### config.mk
export PLATFORM = sky130hd
export DESIGN_NAME = smb_regbank_target
export DESIGN_NICKNAME = d
export VERILOG_FILES = /design/src/rtl/smb_tgt_pkg.sv /design/src/rtl/smb_line_filter.sv /design/src/rtl/smb_bus_events.sv /design/src/rtl/smb_reg_bank.sv /design/src/rtl/smb_regbank_target.sv
export SDC_FILE = /design/constraint.sdc
export NUM_CORES = 1
export LEC_CHECK = 0
export ABC_CLOCK_PERIOD_IN_PS = 3800
export CORE_ASPECT_RATIO = 0.9
export CORE_MARGIN = 2
export CORE_UTILIZATION = 55
export DETAILED_ROUTE_END_ITERATION = 6
export GPL_TIMING_DRIVEN = 0
export HOLD_SLACK_MARGIN = 0.12
export PLACE_DENSITY = 0.73
export SLEW_MARGIN = 20
export SYNTH_ARGS = -nofsm -noshare
export SYNTH_HDL_FRONTEND = slang
export SYNTH_SLANG_ARGS = --single-unit
### constraint.sdc
create_clock -name clk -period 3.8 [get_ports clk]
set_clock_uncertainty 0.2 [all_clocks]
set_input_delay 0.38 -clock clk [delete_from_list [all_inputs] [get_ports clk]]
set_output_delay 0.38 -clock clk [all_outputs]
set_load 0.1 [all_outputs]
### src/rtl/smb_tgt_pkg.sv
package smb_tgt_pkg;

  typedef enum logic [2:0] {
    ST_IDLE,
    ST_RX,
    ST_RACK,
    ST_TX,
    ST_TACK,
    ST_WAIT
  } tgt_state_e;

  typedef enum logic [1:0] {
    PH_ADDR,
    PH_IDX,
    PH_CNT,
    PH_DATA
  } rx_phase_e;

  // pointer step with wrap over the bank size
  function automatic int unsigned next_index(input int unsigned idx, input int unsigned n);
    return (idx + 1) % n;
  endfunction

  // 7-bit address compare with alternate selection
  function automatic logic addr_hit(input logic [6:0] a7, input logic sel,
                                    input logic [6:0] base, input logic [6:0] alt);
    return a7 == (sel ? alt : base);
  endfunction

  // locations that hold storage
  function automatic logic is_writable(input int unsigned idx, input int unsigned ro_a,
                                       input int unsigned ro_b);
    return (idx != ro_a) && (idx != ro_b);
  endfunction

endpackage

### src/rtl/smb_line_filter.sv
module smb_line_filter #(
  parameter int FILT_LEN = 3,
  parameter logic RST_VAL = 1'b1
) (
  input  logic clk,
  input  logic rst_n,
  input  logic line_i,
  output logic filt_o
);
  localparam int CNT_W = $clog2(FILT_LEN + 1);

  logic [1:0]       sync_q;
  logic [CNT_W-1:0] cnt_q;

  always_ff @(posedge clk or negedge rst_n) begin
    if (!rst_n) begin
      sync_q <= {2{RST_VAL}};
      cnt_q  <= '0;
      filt_o <= RST_VAL;
    end else begin
      sync_q <= {sync_q[0], line_i};
      if (sync_q[1] == filt_o) begin
        cnt_q <= '0;
      end else if (cnt_q == CNT_W'(FILT_LEN - 1)) begin
        filt_o <= sync_q[1];
        cnt_q  <= '0;
      end else begin
        cnt_q <= cnt_q + 1'b1;
      end
    end
  end
endmodule

### src/rtl/smb_bus_events.sv
module smb_bus_events (
  input  logic clk,
  input  logic rst_n,
  input  logic scl_f,
  input  logic sda_f,
  output logic scl_rise,
  output logic scl_fall,
  output logic ev_start,
  output logic ev_stop
);
  logic scl_q, sda_q;

  always_ff @(posedge clk or negedge rst_n) begin
    if (!rst_n) begin
      scl_q <= 1'b1;
      sda_q <= 1'b1;
    end else begin
      scl_q <= scl_f;
      sda_q <= sda_f;
    end
  end

  assign scl_rise = scl_f & ~scl_q;
  assign scl_fall = ~scl_f & scl_q;
  assign ev_start = scl_f & scl_q & sda_q & ~sda_f;
  assign ev_stop  = scl_f & scl_q & ~sda_q & sda_f;
endmodule

### src/rtl/smb_reg_bank.sv
module smb_reg_bank #(
  parameter int          N_REGS  = 16,
  parameter int          DW      = 8,
  parameter int          CNT_IDX = 8,
  parameter int          ID_IDX  = 15,
  parameter int          RSV_IDX = 14,
  parameter logic [7:0]  ID_VAL  = 8'hA5,
  parameter logic [7:0]  CNT_RST = 8'h08,
  localparam int         AW      = $clog2(N_REGS)
) (
  input  logic          clk,
  input  logic          rst_n,
  input  logic          we,
  input  logic [AW-1:0] waddr,
  input  logic [DW-1:0] wdata,
  input  logic [AW-1:0] raddr,
  output logic [DW-1:0] rdata,
  output logic [DW-1:0] cnt_o
);
  logic [N_REGS*DW-1:0] flat;

  for (genvar g = 0; g < N_REGS; g++) begin : g_cell
    if (g == ID_IDX) begin : g_id
      assign flat[g*DW +: DW] = DW'(ID_VAL);
    end else if (g == RSV_IDX) begin : g_rsv
      assign flat[g*DW +: DW] = '0;
    end else begin : g_rw
      logic [DW-1:0] q;
      always_ff @(posedge clk or negedge rst_n) begin
        if (!rst_n)
          q <= (g == CNT_IDX) ? DW'(CNT_RST) : '0;
        else if (we && (waddr == AW'(g)))
          q <= wdata;
      end
      assign flat[g*DW +: DW] = q;
    end
  end

  assign rdata = flat[raddr*DW +: DW];
  assign cnt_o = flat[CNT_IDX*DW +: DW];
endmodule

### src/rtl/smb_regbank_target.sv
module smb_regbank_target
  import smb_tgt_pkg::*;
#(
  parameter int         FILT_LEN  = 3,
  parameter int         N_REGS    = 16,
  parameter int         CNT_IDX   = 8,
  parameter int         ID_IDX    = 15,
  parameter int         RSV_IDX   = 14,
  parameter logic [7:0] ID_VAL    = 8'hA5,
  parameter logic [7:0] CNT_RST   = 8'h08,
  parameter logic [6:0] ADDR_BASE = 7'h6E,
  parameter logic [6:0] ADDR_ALT  = 7'h6F
) (
  input  logic clk,
  input  logic rst_n,
  input  logic scl_i,
  input  logic sda_i,
  input  logic addr_sel_i,
  output logic sda_oe_o
);
  localparam int AW     = $clog2(N_REGS);
  localparam int BYTE_W = 8;
  localparam int N_LINE = 2;

  // ---- line conditioning ----
  logic [N_LINE-1:0] line_raw, line_f;
  assign line_raw = {sda_i, scl_i};

  for (genvar l = 0; l < N_LINE; l++) begin : g_filt
    smb_line_filter #(.FILT_LEN(FILT_LEN), .RST_VAL(1'b1)) u_filt (
      .clk(clk), .rst_n(rst_n), .line_i(line_raw[l]), .filt_o(line_f[l])
    );
  end

  logic scl_f, sda_f;
  assign scl_f = line_f[0];
  assign sda_f = line_f[1];

  // ---- bus events, named for the checker ----
  logic scl_rise, scl_fall, ev_start, ev_stop;
  smb_bus_events u_evt (
    .clk(clk), .rst_n(rst_n), .scl_f(scl_f), .sda_f(sda_f),
    .scl_rise(scl_rise), .scl_fall(scl_fall), .ev_start(ev_start), .ev_stop(ev_stop)
  );

  // ---- state ----
  tgt_state_e        state;
  rx_phase_e         phase;
  logic [3:0]        bitcnt;
  logic [6:0]        rx_sh;
  logic [BYTE_W-1:0] tx_sh;
  logic [AW-1:0]     ptr;
  logic [BYTE_W-1:0] remain;
  logic              ack_q, go_tx, miss_q, sda_oe;

  logic [BYTE_W-1:0] rx_byte, rd_data, cnt_val;
  logic              rx_done, wr_stb, reg_we;
  logic [AW-1:0]     ptr_nxt;

  assign rx_byte = {rx_sh, sda_f};
  assign rx_done = (state == ST_RX) && scl_rise && (bitcnt == 4'd7);
  assign wr_stb  = rx_done && (phase == PH_DATA) && (remain != '0);
  assign reg_we  = wr_stb && is_writable({{(32-AW){1'b0}}, ptr}, ID_IDX, RSV_IDX);
  assign ptr_nxt = AW'(next_index({{(32-AW){1'b0}}, ptr}, N_REGS));

  smb_reg_bank #(
    .N_REGS(N_REGS), .DW(BYTE_W), .CNT_IDX(CNT_IDX), .ID_IDX(ID_IDX),
    .RSV_IDX(RSV_IDX), .ID_VAL(ID_VAL), .CNT_RST(CNT_RST)
  ) u_bank (
    .clk(clk), .rst_n(rst_n), .we(reg_we), .waddr(ptr), .wdata(rx_byte),
    .raddr(ptr), .rdata(rd_data), .cnt_o(cnt_val)
  );

  always_ff @(posedge clk or negedge rst_n) begin
    if (!rst_n) begin
      state  <= ST_IDLE;
      phase  <= PH_ADDR;
      bitcnt <= '0;
      rx_sh  <= '0;
      tx_sh  <= '0;
      ptr    <= '0;
      remain <= '0;
      ack_q  <= 1'b0;
      go_tx  <= 1'b0;
      miss_q <= 1'b0;
      sda_oe <= 1'b0;
    end else if (ev_stop) begin
      state  <= ST_IDLE;
      sda_oe <= 1'b0;
    end else if (ev_start) begin
      state  <= ST_RX;
      phase  <= PH_ADDR;
      bitcnt <= '0;
      sda_oe <= 1'b0;
    end else begin
      unique case (state)
        ST_RX: begin
          if (scl_rise) begin
            rx_sh  <= rx_byte[6:0];
            bitcnt <= bitcnt + 1'b1;
            if (bitcnt == 4'd7) begin
              unique case (phase)
                PH_ADDR: begin
                  if (addr_hit(rx_byte[7:1], addr_sel_i, ADDR_BASE, ADDR_ALT)) begin
                    ack_q  <= 1'b1;
                    miss_q <= 1'b0;
                    go_tx  <= rx_byte[0];
                    phase  <= PH_IDX;
                  end else begin
                    ack_q  <= 1'b0;
                    miss_q <= 1'b1;
                    go_tx  <= 1'b0;
                  end
                end
                PH_IDX: begin
                  ptr   <= rx_byte[AW-1:0];
                  phase <= PH_CNT;
                  ack_q <= 1'b1;
                  go_tx <= 1'b0;
                end
                PH_CNT: begin
                  remain <= rx_byte;
                  phase  <= PH_DATA;
                  ack_q  <= 1'b1;
                end
                PH_DATA: begin
                  if (remain != '0) begin
                    ptr    <= ptr_nxt;
                    remain <= remain - 1'b1;
                    ack_q  <= 1'b1;
                  end else begin
                    ack_q  <= 1'b0;
                  end
                end
                default: ack_q <= 1'b0;
              endcase
            end
          end else if (scl_fall && (bitcnt == 4'd8)) begin
            bitcnt <= '0;
            if (miss_q) begin
              state <= ST_WAIT;
            end else begin
              state  <= ST_RACK;
              sda_oe <= ack_q;
            end
          end
        end
        ST_RACK: begin
          if (scl_fall) begin
            if (go_tx) begin
              tx_sh  <= cnt_val;
              sda_oe <= ~cnt_val[7];
              state  <= ST_TX;
            end else begin
              sda_oe <= 1'b0;
              state  <= ST_RX;
            end
          end
        end
        ST_TX: begin
          if (scl_rise) begin
            bitcnt <= bitcnt + 1'b1;
          end else if (scl_fall) begin
            if (bitcnt == 4'd8) begin
              bitcnt <= '0;
              sda_oe <= 1'b0;
              state  <= ST_TACK;
            end else begin
              tx_sh  <= tx_sh << 1;
              sda_oe <= ~tx_sh[6];
            end
          end
        end
        ST_TACK: begin
          if (scl_rise && sda_f) begin
            state <= ST_WAIT;
          end else if (scl_fall) begin
            tx_sh  <= rd_data;
            sda_oe <= ~rd_data[7];
            ptr    <= ptr_nxt;
            state  <= ST_TX;
          end
        end
        default: ;
      endcase
    end
  end

  assign sda_oe_o = sda_oe;
endmodule

After elaboration in Yosys (flattened, before gate mapping)
Cells that the tools add are included.
{"block": "totals", "mem_bits_rw": 0, "latchBits": 0, "romBits": 0, "register_bits": 163, "output_inout_bits": 1, "word_cells": 228, "input_bits": 5, "memories": 0}
{"block": "op_classes", "div": 0, "n_reduce_logical": 49, "n_lt_le_gt_ge": 0, "n_eq_ne": 55, "bitwise": 18, "n_shift": 1, "mul": 0, "add_sub_neg": 5, "muxes": 67}
{"cell": "indexed part select 128 x 8 -> 8 bit", "n": 1}
{"cell": "2-to-1 mux 7 bit", "n": 7}
{"cell": "!= test 4 bit (second input constant)", "n": 12}
{"cell": "2-to-1 mux 4 bit", "n": 11}
{"cell": "2-to-1 mux 3 bit", "n": 11}
{"cell": "== test 4 bit (second input constant)", "n": 7}
{"cell": "case mux 4 bit (2 select lines)", "n": 3}
{"cell": "logical AND 1 bit", "n": 22}
{"cell": "case mux 7 bit (3 select lines)", "n": 1}
{"cell": "== test 4 x 3 -> 1 bit (second input constant)", "n": 5}
{"cell": "2-to-1 mux 2 bit", "n": 10}
{"cell": "AND reduction 6 bit", "n": 3}
{"cell": "AND reduction 9 bit", "n": 2}
{"cell": "2-to-1 mux 1 bit", "n": 17}
{"cell": "!= test 2 bit (second input constant)", "n": 8}
{"cell": "case mux 8 bit (2 select lines)", "n": 1}
{"cell": "case mux 3 bit (4 select lines)", "n": 1}
{"cell": "nonzero test 2 bit", "n": 6}
{"cell": "inverter 1 bit", "n": 11}
{"cell": "AND reduction 10 bit", "n": 1}
{"cell": "AND reduction 5 bit", "n": 2}
{"cell": "adder 4 x 1 -> 4 bit (second input constant)", "n": 2}
{"cell": "== test 2 bit (second input constant)", "n": 4}
{"cell": "== test 4 x 2 -> 1 bit (second input constant)", "n": 2}
{"cell": "32 further kinds", "n": 45}

Logic depth before layout (Yosys ltp)
Gate-level depths: netlist (run 1).
{"block": "depth", "word_depth": 8, "mapped_depth": 10, "depth_no_buf": 7}

By module
Synthesis (run 1) repeated with hierarchy kept, for this count alone.
{"block": "hier_totals", "hier_cells": 649, "area_unflattened_um2": 8310.5}
{"mod": "smb_reg_bank", "cells_each": 337, "seq_area_each_um2": 2803.9, "area_per_inst_um2": 5228.8, "n_inst": 1}
{"mod": "smb_regbank_target", "cells_each": 286, "seq_area_each_um2": 975.9, "area_per_inst_um2": 2638.8, "n_inst": 1}
{"mod": "smb_line_filter", "cells_each": 10, "seq_area_each_um2": 128.9, "area_per_inst_um2": 178.9, "n_inst": 2}
{"mod": "smb_bus_events", "cells_each": 6, "seq_area_each_um2": 52.6, "area_per_inst_um2": 85.1, "n_inst": 1}

Worst setup path after synthesis (run 1)
Ideal clock, no wire load.
{"block": "synth_path", "kind": "register to register", "from": "reg ptr[0]", "to": "reg u_bank.g_cell[4].g_rw.q[0]", "arrival_time_ns": 2.399, "period_less_slack_ns": 2.724, "t_required_ns": 3.475, "setup_slack_ns": 1.076, "stages_incl_launch_ff": 11, "n_path_buf": 4, "setup_ns": 0.125, "cell_sequence": "dfrtp_1 buf_2 buf_2 inv_1 buf_2 ha_1 o21a_1 nor3_4 buf_8 nand3_4 mux2_2"}
{"block": "synth_between", "elab_chain_cells": 4, "word_cells_on_any_way": 6, "classes_between": "3 x eq/ne; 3 x reduce/logical"}
{"item": "from (decl)", "line_no": "smb_regbank_target.sv:52", "text": "logic [AW-1:0] ptr;"}
{"item": "from (signal assigned)", "line_no": "smb_regbank_target.sv:116", "text": "ptr <= rx_byte[AW-1:0];"}
{"item": "from (signal assigned)", "line_no": "smb_regbank_target.sv:128", "text": "ptr <= ptr_nxt;"}
{"item": "from (signal assigned)", "line_no": "smb_regbank_target.sv:180", "text": "ptr <= ptr_nxt;"}
{"item": "!= test 4 bit", "line_no": "smb_tgt_pkg.sv:33", "text": "return (idx != ro_a) && (idx != ro_b);"}
{"item": "logical AND 1 bit", "line_no": "smb_tgt_pkg.sv:33"}
{"item": "logical AND 1 bit", "line_no": "smb_regbank_target.sv:63", "text": "assign reg_we = wr_stb && is_writable({{(32-AW){1'b0}}, ptr}, ID_IDX, RSV_IDX);"}
{"item": "logical AND 1 bit (*)", "line_no": "smb_reg_bank.sv:32", "text": "else if (we && (waddr == AW'(g)))"}
{"item": "to (signal assigned)", "line_no": "smb_reg_bank.sv:31", "text": "q <= (g == CNT_IDX) ? DW'(CNT_RST) : '0;"}
{"item": "to (signal assigned)", "line_no": "smb_reg_bank.sv:33", "text": "q <= wdata;"}
{"item": "to (decl)", "line_no": "smb_reg_bank.sv:28", "text": "logic [DW-1:0] q;"}
Mark *: on every way between the ends. The rest lies on a longest branch, timed or not.
A chain may end at the register's enable or synchronous reset.

Worst setup path in the final report (run 1)
{"block": "layout_path", "from": "reg ptr[0]", "to": "reg u_bank.g_cell[11].g_rw.q[2]"}
{"block": "layout_between", "elab_chain_cells": 4, "word_cells_on_any_way": 6, "classes_between": "3 x eq/ne; 3 x reduce/logical"}
{"item": "!= test 4 bit", "line_no": "smb_tgt_pkg.sv:33"}
{"item": "logical AND 1 bit", "line_no": "smb_tgt_pkg.sv:33"}
{"item": "logical AND 1 bit", "line_no": "smb_regbank_target.sv:63"}
{"item": "logical AND 1 bit (*)", "line_no": "smb_reg_bank.sv:32"}
{"item": "to (signal assigned)", "line_no": "smb_reg_bank.sv:31"}
{"item": "to (signal assigned)", "line_no": "smb_reg_bank.sv:33"}
{"item": "to (decl)", "line_no": "smb_reg_bank.sv:28"}
Marks and branches as above.

==> insert_results.sql, run 1 <==
INSERT INTO impl_metrics (metric_group, metric, value, unit) VALUES
('critical_path', 'path_delay_family', 'buffers and inverters', ''),
('die', 'dieWidth', '134.6', 'µm'),
('pwr', 'peakVddDrop', '0.3607', 'mV'),
('global_route', 'largest_net_degree_at_the_start_of_global_routing', '97', ''),
('clocking', 'clock_insertion_delay_worst_skew', '0.44', 'ns'),
('logic_synthesis', 'synth_top_cell_area_share', '45.66', '%'),
('critical_path', 'worstSetupEndpointType', 'flip-flop', ''),
('clocking', 'cts-htree-levels', '4', ''),
('die', 'initial_core_util', '56.76', '%'),
('sta', 'maxSlewHeadroom', '35.78', '%'),
('pwr', 'design_power_total', '0.005467', 'W'),
('drt', 'detail_route.vias_per_cell', '6.486', ''),
('critical_path', 'worstSetupStartpointType', 'flip-flop', ''),
('logic_synthesis', 'post_synthesis_sequential_area_ratio', '48.46', '%'),
('die', 'dieArea', '16350', 'µm²'),
('critical_path', 'crit_path_max_incr_delay', '0.38', 'ns'),
('final_layout', 'num_antenna_cells', '0', ''),
('pwr', 'power_density', '582.0', 'nW/µm²'),
('critical_path', 'worst_path_max_delay_cell', 'sky130_fd_sc_hd__dfrtp_1', ''),
('logic_synthesis', 'synth_area_leaders', 'sky130_fd_sc_hd__dfrtp_1 (46%), sky130_fd_sc_hd__mux2_2 (18%), sky130_fd_sc_hd__mux4_2 (6.1%)', ''),
('drt', 'detail_route.iter0.violations', '520', ''),
('critical_path', 'criticalPathCategory', 'flip-flop to flip-flop', ''),
('pwr', 'internal_power', '0.003479', 'W'),
('logic_synthesis', 'ys.flop_type', 'sky130_fd_sc_hd__dfrtp_1', ''),
('critical_path', 'worstPathArrival', '3.44', 'ns'),
('critical_path', 'critical_path_required', '3.92', 'ns'),
('pwr', 'clock_power_share', '33.1', '%'),
('logic_synthesis', 'synthesis.instances', '662', ''),
('global_route', 'grt_first_pass_wirelength', '33280', 'µm'),
('logic_synthesis', 'yosys.cell_types.count', '68', ''),
('critical_path', 'path_cells', 'buf_2, buf_2, inv_1, buf_2, ha_1, o21a_1, nor3_4, buf_8, nand3_4, mux2_2', ''),
('drt', 'first_pass_iters', '7', ''),
('placement', 'post-dp-hpwl', '13750', 'µm'),
('clocking', 'clockBufferDepth', '2', ''),
('critical_path', 'timing.critical_path.mode_cell', 'sky130_fd_sc_hd__buf_2', ''),
('sta', 'setup_repair_after_global_routing_missed_its_margin', 'false', ''),
('job', 'cap_viol_max_count', '0', ''),
('final_layout', 'nets', '709', ''),
('drt', 'postRouteWirelength', '20500', 'µm'),
('clocking', 'tritoncts', 'yes', ''),
('global_route', 'vias_in_the_first_global_route', '5946', ''),
('pwr', 'sw_frac_of_total', '36.36', '%'),
('critical_path', 'critical_path_buf_inv_count', '5', ''),
('global_route', 'global_route.usage.total', '27.18', '%'),
('sta', 'max_freq', '0.3017', 'GHz'),
('final_layout', 'layout-drive-gt1-share', '34.66', '%'),
('logic_synthesis', 'post_synth.cell_area_avg', '12.75', 'µm²'),
('die', 'std_cell_rows', '42', ''),
('sta', 'min_period', '3.315', 'ns'),
('die', 'top_level_port_count', '6', ''),
('placement', 'placer_s_final_routability_congestion_estimate', '0.9208', ''),
('sta', 'finalHoldViolCount', '0', ''),
('sta', 'min_period_over_period', '87.23', '%'),
('logic_synthesis', 'synth_seq_cells', '163', ''),
('drt', 'via_count', '5831', ''),
('logic_synthesis', 'synth_top_area_cell', 'sky130_fd_sc_hd__dfrtp_1', ''),
('pwr', 'static-leakage-power', '4.227', 'nW'),
('logic_synthesis', 'syn-cell-area', '8441', 'µm²'),
('sta', 'setup_ws', '0.4854', 'ns'),
('pwr', 'seq_power_share', '36.3', '%'),
('die', 'area_of_the_placeable_core', '14870', 'µm²'),
('sta', 'holdWs', '0.1384', 'ns'),
('final_layout', 'area_growth_syn_to_layout', '11.30', '%'),
('logic_synthesis', 'synthesis.nets', '683', ''),
('clocking', 'clk_sink_count', '163', ''),
('placement', 'port_buffer_cells', '5', ''),
('sta', 'finalSetupViolCount', '0', ''),
('placement', 'pre_cts_worst_setup_slack', '0.5214', 'ns'),
('drt', 'detail_route.wl_per_cell', '22.81', 'µm'),
('pwr', 'netSwitchingPower', '0.001988', 'W'),
('status', 'run_status', 'finished clean', '');
Yosys cell counts, drive strengths merged (5+ instances only):
library cell  number
a21oi             18
o21ai             20
dfstp              9
nor3b              5
or2                5
clkbuf            22
o211ai             8
nor2b             10
a211o              7
buf               22
ha                16
mux2i              9
a22oi             15
nor2              18
nand3             17
mux2             132
nand2b             5
dfrtp            154
nor3               9
a21o               8
inv               17
nand2             37
mux4              23
o221ai             8
nand4              6
path summary, 6_finish.rpt:
check | slack, ns | from | depth (start not counted) | endpoint
max | 0.49 | ptr[0]$_DFFE_PN0P_ | 10 | u_bank.g_cell[11].g_rw.q[2]$_DFFE_PN0P_
min | 0.14 | sda_i | 1 | g_filt[1].u_filt.sync_q[0]$_DFF_PN1_
max reg2reg | 0.49 | ptr[0]$_DFFE_PN0P_ | 10 | u_bank.g_cell[11].g_rw.q[2]$_DFFE_PN0P_
min reg2reg | 0.16 | g_filt[1].u_filt.sync_q[0]$_DFF_PN1_ | 0 | g_filt[1].u_filt.sync_q[1]$_DFF_PN1_
max in group asynchronous | 2.26 | rst_n | 3 | u_bank.cnt_o[3]$_DFFE_PN1P_
min in group asynchronous | 0.27 | rst_n | 2 | bitcnt[2]$_DFFE_PN0P_
layout by cell type, fill, tap and decap left out, drive strengths merged, types with 5 or more instances in the layout:
cell type,count
a22oi,15
inv,23
nor2,18
a21o,8
nand2,37
nor3,9
a21oi,18
o221ai,8
nor2b,10
mux2,132
mux2i,9
nand2b,5
nand3,17
nand4,6
or2,5
nor3b,5
o211ai,8
mux4,23
dfstp,9
ha,16
dfrtp,154
o21ai,20
a211o,7
clkbuf,41
buf,24
worst register-to-register path: cells and delay by family, from the launching register on:
family	cells	cell delay, ns
adder cells (fa/ha/maj)	1	0.34
flip-flops	1	0.38
multiplexers	1	0.36
buffers and inverters	5	1.27
AO/OA/AOI/OAI	1	0.24
AND/OR/NAND/NOR	2	0.41
state kept, by name (all words and copies together), names as in the netlist:
name and cells:
remain 8, phase 2, rx_sh 7, state 3
u_evt.sda_q 1, u_evt.scl_q 1, u_bank.cnt_o 8, g_filt.u_filt.filt_o 2
ptr 4, g_filt.u_filt.cnt_q 4, miss_q 1, g_filt.u_filt.sync_q 4
bitcnt 4, u_bank.g_cell.g_rw.q 104, tx_sh 7, ack_q 1
go_tx 1, sda_oe_o 1
area by class of cell:
cell class	instances	area, µm²
buffer	44	220.2
clock buffer	19	442.9
clock inverter	13	170.2
fill	1100	5478
inverter	17	63.81
multi-input combinational	438	4066
sequential	163	4090
tap	198	247.7
timing repair buffer	7	92.59
cells by family after synthesis:
kind of cell | after synthesis | share of synthesized area [%]
mux | 164 | 24.81
flops | 163 | 48.46
simple gates | 134 | 10.42
compound gates | 120 | 10.15
buf+inv | 61 | 3.365
fa+ha+maj | 16 | 2.372
xor+xnor | 4 | 0.4151
power by group through the flow:
stage	sequential, W	combinational, W	clock, W
4_1_cts	0.00198	0.00165	0.00182
6_report	0.00198	0.00167	0.00181
3_3_place_gp	0.00201	0.00159	0
3_5_place_dp	0.00201	0.00164	0
2_1_floorplan	0.00202	0.00114	0
5_1_grt	0.00200	0.00181	0.00191
stage by stage:
step / util (%) / instance area [µm²] / cells / setup TNS, ns
after floorplan: - / 8441 / 662 / 0
after global placement: 58.76 / 8738 / 865 / -649.78
after detailed placement: 58.98 / 8771 / 866 / 0
after CTS: 63.17 / 9394 / 899 / 0
after global routing: 63.17 / 9394 / 899 / 0
final: 63.17 / 9394 / 899 / 0
per-layer routing:
metal / global-route usage [%] / up-vias / share of wire, %
met2: 43.21 / 220 / 48
met1: 37.77 / 3018 / 44
li1: - / 2548 / -
met3: 5.347 / 45 / 5.9
met4: 9.408 / 0 / 2.5
met5: 0 / - / 0
timing repair:
| action | 4_1_cts | 5_1_grt |
|---|---|---|
| buffers inserted | 0 | 0 |
| hold buffers | 1 | 0 |
| gates resized for setup | 0 | 0 |
| hold endpoints to repair | 67 | 0 |
Note: power is estimated with default switching activity, not from simulation.
==> run 2, diff against run 1 <==
--- a/config.mk
+++ b/config.mk
@@ -5,7 +5,7 @@
 export SDC_FILE = /design/constraint.sdc
 export NUM_CORES = 1
 export LEC_CHECK = 0
-export ABC_CLOCK_PERIOD_IN_PS = 3800
+export ABC_CLOCK_PERIOD_IN_PS = 3500
 export CORE_ASPECT_RATIO = 0.9
 export CORE_MARGIN = 2
 export CORE_UTILIZATION = 55
==> constraint.sdc (replaced) <==
create_clock -name clk -period 3.5 [get_ports clk]
set_clock_uncertainty 0.2 [all_clocks]
set_input_delay 0.35 -clock clk [delete_from_list [all_inputs] [get_ports clk]]
set_output_delay 0.35 -clock clk [all_outputs]
set_load 0.1 [all_outputs]
==> insert_results.sql, run 2 (same netlist as run 1, synthesis figures left out) <==
INSERT INTO impl_metrics (metric_group, metric, value, unit) VALUES
('die', 'std_cell_rows', '42', ''),
('die', 'dieArea', '16350', 'µm²'),
('job', 'cap_viol_max_count', '0', ''),
('final_layout', 'num_antenna_cells', '0', ''),
('worst_hold_path', 'hp-class', 'input pin to flip-flop', ''),
('clocking', 'clock_insertion_delay_worst_skew', '0.44', 'ns'),
('sta', 'slew_violations', '0', ''),
('critical_path', 'critPathMaxFanout', '11', ''),
('sta', 'holdWs', '0.1258', 'ns'),
('global_route', 'vias_in_the_first_global_route', '5949', ''),
('placement', 'post-dp-hpwl', '13750', 'µm'),
('critical_path', 'critical_path_required', '3.62', 'ns'),
('drt', 'drc', '3', ''),
('critical_path', 'worstSetupEndpointType', 'flip-flop', ''),
('drt', 'detail_route.wl_per_cell', '22.87', 'µm'),
('pwr', 'power_density', '631.5', 'nW/µm²'),
('sta', 'finalSetupViolCount', '0', ''),
('final_layout', 'final_common_cell', 'sky130_fd_sc_hd__dfrtp_1', ''),
('sta', 'timing_worst_slew_pin_value', '0.9602', 'ns'),
('placement', 'dp_cells', '866', ''),
('placement', 'port_buffer_cells', '5', ''),
('global_route', 'grt_antenna_before_repair', '0', ''),
('sta', 'finalHoldViolCount', '0', ''),
('placement', 'placer_s_final_routability_congestion_estimate', '0.9208', ''),
('status', 'failing_checks', 'design-rule violations', ''),
('critical_path', 'worstPathArrival', '3.44', 'ns'),
('final_layout', 'largest_register_ff_count', '104', ''),
('sta', 'min_period', '3.318', 'ns'),
('final_layout', 'registers.top_by_ff_count', 'u_bank.g_cell.g_rw.q', ''),
('die', 'area_of_the_placeable_core', '14870', 'µm²'),
('critical_path', 'criticalPathCategory', 'flip-flop to flip-flop', ''),
('die', 'dieWidth', '134.6', 'µm'),
('status', 'run_status', 'complete, but fails checks', ''),
('clocking', 'cts_made_buffers', '17', ''),
('clocking', 'tritoncts', 'yes', ''),
('final_layout', 'area_growth_syn_to_layout', '11.41', '%'),
('clocking', 'cts-htree-levels', '4', ''),
('pwr', 'peakVddDrop', '0.3832', 'mV'),
('drt', 'detail_route.iter0.violations', '540', ''),
('clocking', 'clkTransAtPathRegs', '0.06', 'ns'),
('drt', 'postRouteAntennaNets', '0', ''),
('drt', 'detail_route.vias_per_cell', '6.499', ''),
('global_route', 'grt.overflow.total', '0', ''),
('final_layout', 'layout-drive-gt1-share', '34.62', '%'),
('clocking', 'clock_tree.root_cell', 'sky130_fd_sc_hd__clkbuf_16', ''),
('critical_path', 'worstSetupStartpointType', 'flip-flop', ''),
('final_layout', 'post_layout_nonfiller_instances', '900', ''),
('die', 'die_height', '121.5', 'µm'),
('pwr', 'static-leakage-power', '4.232', 'nW'),
('drt', 'via_count', '5849', ''),
('global_route', 'grt_first_pass_wirelength', '33290', 'µm'),
('drt', 'first_pass_iters', '7', ''),
('sta', 'setup_repair_after_global_routing_missed_its_margin', 'false', ''),
('global_route', 'largest_net_degree_at_the_start_of_global_routing', '97', ''),
('global_route', 'global_route.usage.total', '27.18', '%'),
('drt', 'postRouteWirelength', '20590', 'µm'),
('clocking', 'clk_sink_count', '163', ''),
('final_layout', 'fill_cells', '1099', ''),
('clocking', 'clockBufferDepth', '2', ''),
('final_layout', 'nets', '710', ''),
('die', 'initial_core_util', '56.76', '%'),
('sta', 'maxSlewHeadroom', '35.78', '%'),
('sta', 'max_freq', '0.3014', 'GHz'),
('final_layout', 'most-common-layout-cells', 'sky130_fd_sc_hd__dfrtp_1 (154), sky130_fd_sc_hd__mux2_2 (132), sky130_fd_sc_hd__nand2_1 (33)', ''),
('sta', 'min_period_over_period', '94.80', '%'),
('die', 'top_level_port_count', '6', '');
[run 2: worst max-delay path: stages (launching register included)]
cell and delay [ns]:
sky130_fd_sc_hd__dfrtp_1 0.39, sky130_fd_sc_hd__buf_2 0.33, sky130_fd_sc_hd__buf_2 0.38, sky130_fd_sc_hd__inv_1 0.11, sky130_fd_sc_hd__buf_2 0.23, sky130_fd_sc_hd__ha_1 0.34, sky130_fd_sc_hd__o21a_1 0.24, sky130_fd_sc_hd__nor3_4 0.19
sky130_fd_sc_hd__buf_8 0.22, sky130_fd_sc_hd__nand3_4 0.21, sky130_fd_sc_hd__mux2_2 0.35
[run 2: what timing repair did]
action	in CTS	in global routing
setup buffers	0	0
hold endpoints to repair	68	0
resized for setup	0	0
hold buffers	2	0
[run 2: area by class of cell]
type	count	area, µm²	area share (%)
plain buffers	44	220.2	2.342
clock buffers	19	442.9	4.710
clock inverters	13	170.2	1.809
inverters	17	63.81	0.6786
multi-input cells	438	4066	43.24
flip-flops and latches	163	4090	43.49
well taps	198	247.7	2.634
repair buffers	8	102.6	1.091
[run 2: routing by layer]
metal / GRT usage [%] / part of all wire, % / wire (µm) / up-vias
met2: 43.21 / 48 / 9895 / 224
met1: 37.77 / 45 / 9177 / 3043
li1: - / - / - / 2543
met4: 9.408 / 2.1 / 432 / 0
met5: 0 / 0 / 0 / -
met3: 5.347 / 5.3 / 1081 / 39
[run 2: worst paths after layout]
kind,from,end,slack [ns],depth (start not counted)
worst min register to register,g_filt[1].u_filt.sync_q[0]$_DFF_PN1_,g_filt[1].u_filt.sync_q[1]$_DFF_PN1_,0.16,0
min in group asynchronous,rst_n,bitcnt[2]$_DFFE_PN0P_,0.26,2
worst max register to register,ptr[0]$_DFFE_PN0P_,u_bank.g_cell[11].g_rw.q[2]$_DFFE_PN0P_,0.18,10
worst min-delay path,scl_i,g_filt[0].u_filt.sync_q[0]$_DFF_PN1_,0.13,1
max in group asynchronous,rst_n,u_bank.cnt_o[3]$_DFFE_PN1P_,1.96,3
worst max-delay path,ptr[0]$_DFFE_PN0P_,u_bank.g_cell[11].g_rw.q[2]$_DFFE_PN0P_,0.18,10
[run 2: per-stage QoR]
step	power, W	cell area [µm²]	util [%]	setup slack, ns	TNS (ns)
finish	0.005938	9404	63.23	0.1820	0
global route	0.006210	9404	63.23	0.04032	0
CTS	0.005926	9404	63.23	0.1969	0
detailed placement	0.003965	8771	58.98	0.2214	0
global placement	0.003906	8738	58.76	-4.376	-693.79
floorplan	0.003428	8441	-	0.7761	0
[run 2: report_power, final]
group          internal (W)  leakage (nW)  switching (W)
Sequential          0.00203          2.20       0.000123
Combinational      0.000593          1.73        0.00122
Clock               0.00115         0.297       0.000813
